**config.mk**
```make
export PLATFORM = sky130hd
export DESIGN_NAME = shreg_sequencer
export DESIGN_NICKNAME = d
export VERILOG_FILES = /design/src/rtl/shreg_pkg.sv /design/src/rtl/shreg_bus_store.sv /design/src/rtl/shreg_pick.sv /design/src/rtl/shreg_flags.sv /design/src/rtl/shreg_slow_bank.sv /design/src/rtl/shreg_sequencer.sv
export SDC_FILE = /design/constraint.sdc
export NUM_CORES = 1
export LEC_CHECK = 0
export BUFFER_PORTS_ARGS = -buffer_cell sky130_fd_sc_hd__buf_2
export CORE_UTILIZATION = 56
export DETAILED_ROUTE_END_ITERATION = 10
export PLACE_DENSITY = 0.86
export SLEW_MARGIN = 5
export SYNTH_ARGS = -nofsm -noshare
export SYNTH_HDL_FRONTEND = slang
export SYNTH_SLANG_ARGS = --single-unit
```
**constraint.sdc**
```tcl
create_clock -name clk -period 7.6 [get_ports clk]
set_input_delay 0 -clock clk [delete_from_list [all_inputs] [get_ports clk]]
set_output_delay 0 -clock clk [all_outputs]
set_load 0.01 [all_outputs]
```
**src/rtl/shreg_pkg.sv**
```systemverilog
package shreg_pkg;
  localparam int unsigned DATA_W    = 32;
  localparam int unsigned NREG      = 8;
  localparam int unsigned IDX_W     = $clog2(NREG);
  localparam int unsigned STALE_LSB = 16;
  localparam int unsigned FRESH_LSB = 8;
  localparam int unsigned FORCE_REG = 1;
  localparam int unsigned FORCE_BIT = 31;
endpackage

```
**src/rtl/shreg_bus_store.sv**
```systemverilog
module shreg_bus_store #(
  parameter int unsigned DATA_W = 32,
  parameter int unsigned NREG   = 8,
  localparam int unsigned IDX_W = $clog2(NREG)
) (
  input  logic              clk,
  input  logic              rst,
  input  logic              we,
  input  logic [IDX_W-1:0]  waddr,
  input  logic [DATA_W-1:0] wdata,
  input  logic [IDX_W-1:0]  raddr,
  output logic [DATA_W-1:0] rdata
);
  logic [DATA_W-1:0] mem [NREG];

  always_ff @(posedge clk) begin
    if (rst) begin
      for (int k = 0; k < NREG; k++) mem[k] <= '0;
    end else if (we) begin
      mem[waddr] <= wdata;
    end
  end

  assign rdata = mem[raddr];
endmodule

```
**src/rtl/shreg_pick.sv**
```systemverilog
module shreg_pick #(
  parameter int unsigned NREG   = 8,
  localparam int unsigned IDX_W = $clog2(NREG)
) (
  input  logic [NREG-1:0]  req,
  output logic [NREG-1:0]  grant,
  output logic [IDX_W-1:0] grant_idx,
  output logic             any
);
  logic [NREG:0] lower;
  assign lower[0] = 1'b0;

  for (genvar g = 0; g < NREG; g++) begin : g_chain
    assign lower[g+1] = lower[g] | req[g];
    assign grant[g]   = req[g] & ~lower[g];
  end

  assign any = lower[NREG];

  always_comb begin
    grant_idx = '0;
    for (int k = 0; k < NREG; k++) begin
      if (grant[k]) grant_idx = grant_idx | IDX_W'(k);
    end
  end
endmodule

```
**src/rtl/shreg_flags.sv**
```systemverilog
module shreg_flags #(
  parameter int unsigned NREG = 8
) (
  input  logic            clk,
  input  logic            rst,
  input  logic            tick,
  input  logic [NREG-1:0] grant,
  input  logic [NREG-1:0] set_mask,
  output logic [NREG-1:0] stale_q,
  output logic [NREG-1:0] fresh_q
);
  logic [NREG-1:0] clr_mask;
  assign clr_mask = tick ? grant : '0;

  always_ff @(posedge clk) begin
    if (rst) begin
      stale_q <= '0;
      fresh_q <= '0;
    end else begin
      stale_q <= (stale_q & ~clr_mask) | set_mask;
      if (tick) fresh_q <= grant;
    end
  end

  AST_RESET_CLEARS: assert property (@(posedge clk) rst |=> (stale_q == '0 && fresh_q == '0));
  AST_FRESH_ONEHOT: assert property (@(posedge clk) disable iff (rst) $onehot0(fresh_q));
  AST_FRESH_HOLDS: assert property (@(posedge clk) disable iff (rst) !tick |=> $stable(fresh_q));
  AST_LOWEST_FIRST: assert property (@(posedge clk) disable iff (rst)
    (tick && (stale_q != '0)) |=> (fresh_q != '0) && ((fresh_q & $past(stale_q)) == fresh_q)
      && (((fresh_q - NREG'(1)) & $past(stale_q)) == '0));
  AST_SET_VISIBLE: assert property (@(posedge clk) disable iff (rst)
    (set_mask != '0) |=> ((stale_q & $past(set_mask)) == $past(set_mask)));
endmodule

```
**src/rtl/shreg_slow_bank.sv**
```systemverilog
module shreg_slow_bank #(
  parameter int unsigned DATA_W = 32,
  parameter int unsigned NREG   = 8
) (
  input  logic                   clk,
  input  logic                   rst,
  input  logic                   tick,
  input  logic [NREG-1:0]        grant,
  input  logic [DATA_W-1:0]      din,
  output logic [NREG*DATA_W-1:0] slow_flat
);
  for (genvar g = 0; g < NREG; g++) begin : g_slot
    logic [DATA_W-1:0] q;
    always_ff @(posedge clk) begin
      if (rst) q <= '0;
      else if (tick && grant[g]) q <= din;
    end
    assign slow_flat[g*DATA_W +: DATA_W] = q;
  end
endmodule

```
**src/rtl/shreg_sequencer.sv**
```systemverilog
module shreg_sequencer
  import shreg_pkg::*;
(
  input  logic                   clk,
  input  logic                   rst,
  input  logic                   wr_en,
  input  logic [IDX_W-1:0]       wr_idx,
  input  logic [DATA_W-1:0]      wr_data,
  input  logic [NREG-1:0]        force_mask,
  input  logic                   slow_tick,
  output logic [31:0]            status,
  output logic [NREG*DATA_W-1:0] slow_flat
);
  logic [NREG-1:0]   stale_q, fresh_q, grant, wr_mask, set_mask;
  logic [IDX_W-1:0]  grant_idx;
  logic              any_stale, full_refresh;
  logic [DATA_W-1:0] copy_data;

  assign wr_mask      = wr_en ? (NREG'(1) << wr_idx) : '0;
  assign full_refresh = wr_en && (wr_idx == IDX_W'(FORCE_REG)) && wr_data[FORCE_BIT];
  assign set_mask     = wr_mask | force_mask | {NREG{full_refresh}};

  shreg_bus_store #(.DATA_W(DATA_W), .NREG(NREG)) u_store (
    .clk(clk), .rst(rst), .we(wr_en), .waddr(wr_idx), .wdata(wr_data),
    .raddr(grant_idx), .rdata(copy_data)
  );

  shreg_pick #(.NREG(NREG)) u_pick (
    .req(stale_q), .grant(grant), .grant_idx(grant_idx), .any(any_stale)
  );

  shreg_flags #(.NREG(NREG)) u_flags (
    .clk(clk), .rst(rst), .tick(slow_tick), .grant(grant),
    .set_mask(set_mask), .stale_q(stale_q), .fresh_q(fresh_q)
  );

  shreg_slow_bank #(.DATA_W(DATA_W), .NREG(NREG)) u_slow (
    .clk(clk), .rst(rst), .tick(slow_tick), .grant(grant),
    .din(copy_data), .slow_flat(slow_flat)
  );

  always_comb begin
    status = '0;
    status[STALE_LSB +: NREG] = stale_q;
    status[FRESH_LSB +: NREG] = fresh_q;
  end

  AST_WRITE_MARKS: assert property (@(posedge clk) disable iff (rst)
    wr_en |=> status[STALE_LSB + 32'($past(wr_idx))]);
  AST_SLOW_STILL: assert property (@(posedge clk) disable iff (rst)
    !slow_tick |=> $stable(slow_flat));
  AST_IDLE_TICK: assert property (@(posedge clk) disable iff (rst)
    (slow_tick && !any_stale) |=> (status[FRESH_LSB +: NREG] == '0));
  AST_RESERVED_ZERO: assert property (@(posedge clk)
    (status[31:24] == 8'h00) && (status[7:0] == 8'h00));
endmodule

```
==> summary.txt <==
Run status
  • Status: finished, violations left
  • Failing checks: design-rule violations

Flow run
  • Max-Cap Viols: 0

Logic synthesis
  • Biggest area consumer among synthesized cells: edfxtp_1
  • Post-synth EDFFs: 256
  • Mean post-synth cell area: roughly 12 sq um
  • Asr flop ratio synth: 0
  • Syn Std Cell Area: 20300 sq um
  • Dominant synthesized flop cell: dfxtp_1
  • Seq cells post-synth: 528
  • Ys Warns: 0
  • Register area share after synthesis: 0.647
  • Ranking of synthesized cells by area: edfxtp_1, dfxtp_1, a22o_1, and2_1, nand2_1
  • Synth top area share: 0.379
  • Syn Inst Count: ~1700
  • Cell variety after synth: 50

Floorplan
  • Core area: between 30000 and 40000 sq um
  • DIE AREA: about 37000 sq um
  • Die Wd: 192 um
  • # rows: approximately 70
  • Top-level I/O count: 335
  • Die Y: 192 um
  • Initial Util: 0.570

Clock tree
  • Sink Count: 528
  • H-Tree Depth: 2
  • Clock latency on the worst-skew pair: 0.60 ns
  • Total CTS buffers: 52
  • Worst-path clk slew: 0.06 ns
  • Clk buf depth: 3
  • Clock root buffer: clkbuf_16
  • Postcts setup bufs: 0
  • Cts repair resizes: 0
  • CTS tree: done

Layout
  • Area growth syn-to-layout: 20.8%
  • Share of layout cells above drive strength 1: 0.245
  • FF+latch area: 13100 sq um
  • Fillers: 2431
  • Most frequent cells in the layout: buf_2, dfxtp_1, edfxtp_1, and2_1, a22o_1
  • Nets@finish: 2048
  • Final core occ: 0.688
  • Commonest non-fill, non-tap cell in the layout: buf_2
  • Multi-input combinational cell area: 6710 sq um

Detailed routing
  • Detailed-route wire length: about 57 mm
  • DRC: 72
  • Drt first-iter violations: 1431
  • WL/cell: 22.9 um
  • Vias: 15000
  • Antenna Nets Post-Route: 0
  • Vias per cell: 6.00
  • DR pass1 iterations: 9

Worst setup path
  • Worst setup EP type: flip-flop
  • Buf/Inv on CP: 2
  • Required @ worst endpoint: 8.13 ns
  • Startpoint Class: flip-flop
  • Crit path DAT: 4.05 ns
  • Slowest stage cell, crit path: buf_4
  • CP top delay family: buffers and inverters
  • Crit path kind: flip-flop to flip-flop
  • Crit-path max cell delay: ~0.86 ns
  • Critical Path Most Common Cell: buf_4
  • CP Max Fanout: 87
  • Crit-path cells: nor2_1 > a211oi_4 > buf_4 > buf_4 > o32ai_1 > a31oi_1 > a22o_1

Timing
  • Final WS setup: 4.08 ns
  • Setup TNS: 0 ns
  • Fin Hold WS: 0.0743 ns
  • Max_slew headroom: 0.152
  • Max Clk Rate: 284 MHz
  • Clock Skew: 0.0254 ns
  • Fin. Hold Viols: 0
  • Period minus WS final: 3.52 ns
  • Final Cycle Share: 0.463
  • Final setup vio count: 0
  • RSZ-0062 raised after global routing: false
  • Slew @ Worst Pin: 1.27 ns
  • Final Max Tran Viols: 0

Power
  • Total power per unit cell area: 258 nW/um^2
  • Peak VDD IR: ~210 uV
  • Leak: approximately 10 nW

Global routing
  • Largest net degree at the start of global routing: 98
  • GR Util All Layers: 0.303
  • First-pass GRT wire length: 84.8 mm
  • GR Overflow Total: 0
  • Vias in the first global route: 14400
  • Initial antenna violation count: 1

Placed design
  • GPL Wtd Cong: 0.847
  • Pre-CTS WS: around 4.3 ns
  • Port bufs: 318
  • Dpl hpwl: 35.0 mm

Min path
  • Hold WC Path Type: primary input to flip-flop
power breakdown:
group          switching (mW)  internal (mW)
Combinational           0.415          0.193
Clock                    1.07           1.46
Sequential             0.0730           3.13
Total                    1.56           4.78
layer usage:
metal  global-route usage  wire length [um]  vias up
met5                    0                 0        -
met4                0.130              2190        0
met1                0.400             23100     7413
li1                     -                 -     6719
met3               0.0449              4050      137
met2                0.498             28000      764
sequential cells by signal, summed over array words and instances (netlist names):
name,cells
u_flags.fresh_q,8
u_flags.stale_q,8
u_slow.g_slot.q,256
u_store.mem,256
tightest hold or removal path: cells and delay by family:
family / cells / cell delay, ns
simple gates: 2 / 0.36
buf+inv: 1 / 0.13
worst paths after layout:
kind	start	endpoint	slack (ns)	cells after the start
min reg2reg	u_slow.g_slot[4].q[10]	u_slow.g_slot[4].q[10]	0.45	2
max reg2reg	u_flags.stale_q[1]	u_slow.g_slot[0].q[31]	4.08	7
min	wr_idx[1]	u_store.mem[3][31]	0.07	3
max	u_flags.stale_q[1]	u_slow.g_slot[0].q[31]	4.08	7
cells by family after synthesis:
logic type | after synthesis | share of synthesized area
AND/OR/NAND/NOR | 595 | 0.152
flip-flops | 528 | 0.647
AO/OA/AOI/OAI | 364 | 0.150
buffers and inverters | 156 | 0.0352
multiplexers | 33 | 0.0163
other | 1 | 0.000185
Yosys cell counts, drive strengths merged (2+ instances only):
master and count:
a31oi 32, o31ai 5, nor4b 2, a21oi 21, clkinv 2, a211oi 7
inv 2, and3 2, a22o 184, and2 251, a221oi 3, a311oi 32
nand3b 3, o22ai 2, nor2 90, nor2b 3, nand2 153, mux2i 33
nand2b 5, nand3 61, dfxtp 272, clkbuf 98, nor4 7, edfxtp 256
buf 54, nor3 12, nor3b 2, o32ai 31, o21ai 43
area by class of cell:
cell class	instances	area share
clock inverter	12	0.00326
timing repair buffer	407	0.0978
antenna	2	0.000204
sequential	528	0.535
clock buffer	84	0.0659
multi-input combinational	1008	0.273
inverter	4	0.000612
tap	461	0.0235
timing repair:
item / CTS / global route
hold buffers: 55 / 0
hold endpoints to repair: 280 / 0
endpoints found under the setup margin: 0 / 0
stage by stage:
step                instance area (sq um)  cells  power [mW]
finish                              24500   2506        6.34
detailed placement                  22300   2353        3.83
CTS                                 24500   2504        6.35
floorplan                           20400   1692        3.60
global route                        24500   2505        6.53
global placement                    22300   2353        3.81
No activity file was read; power rests on OpenSTA's default activity.
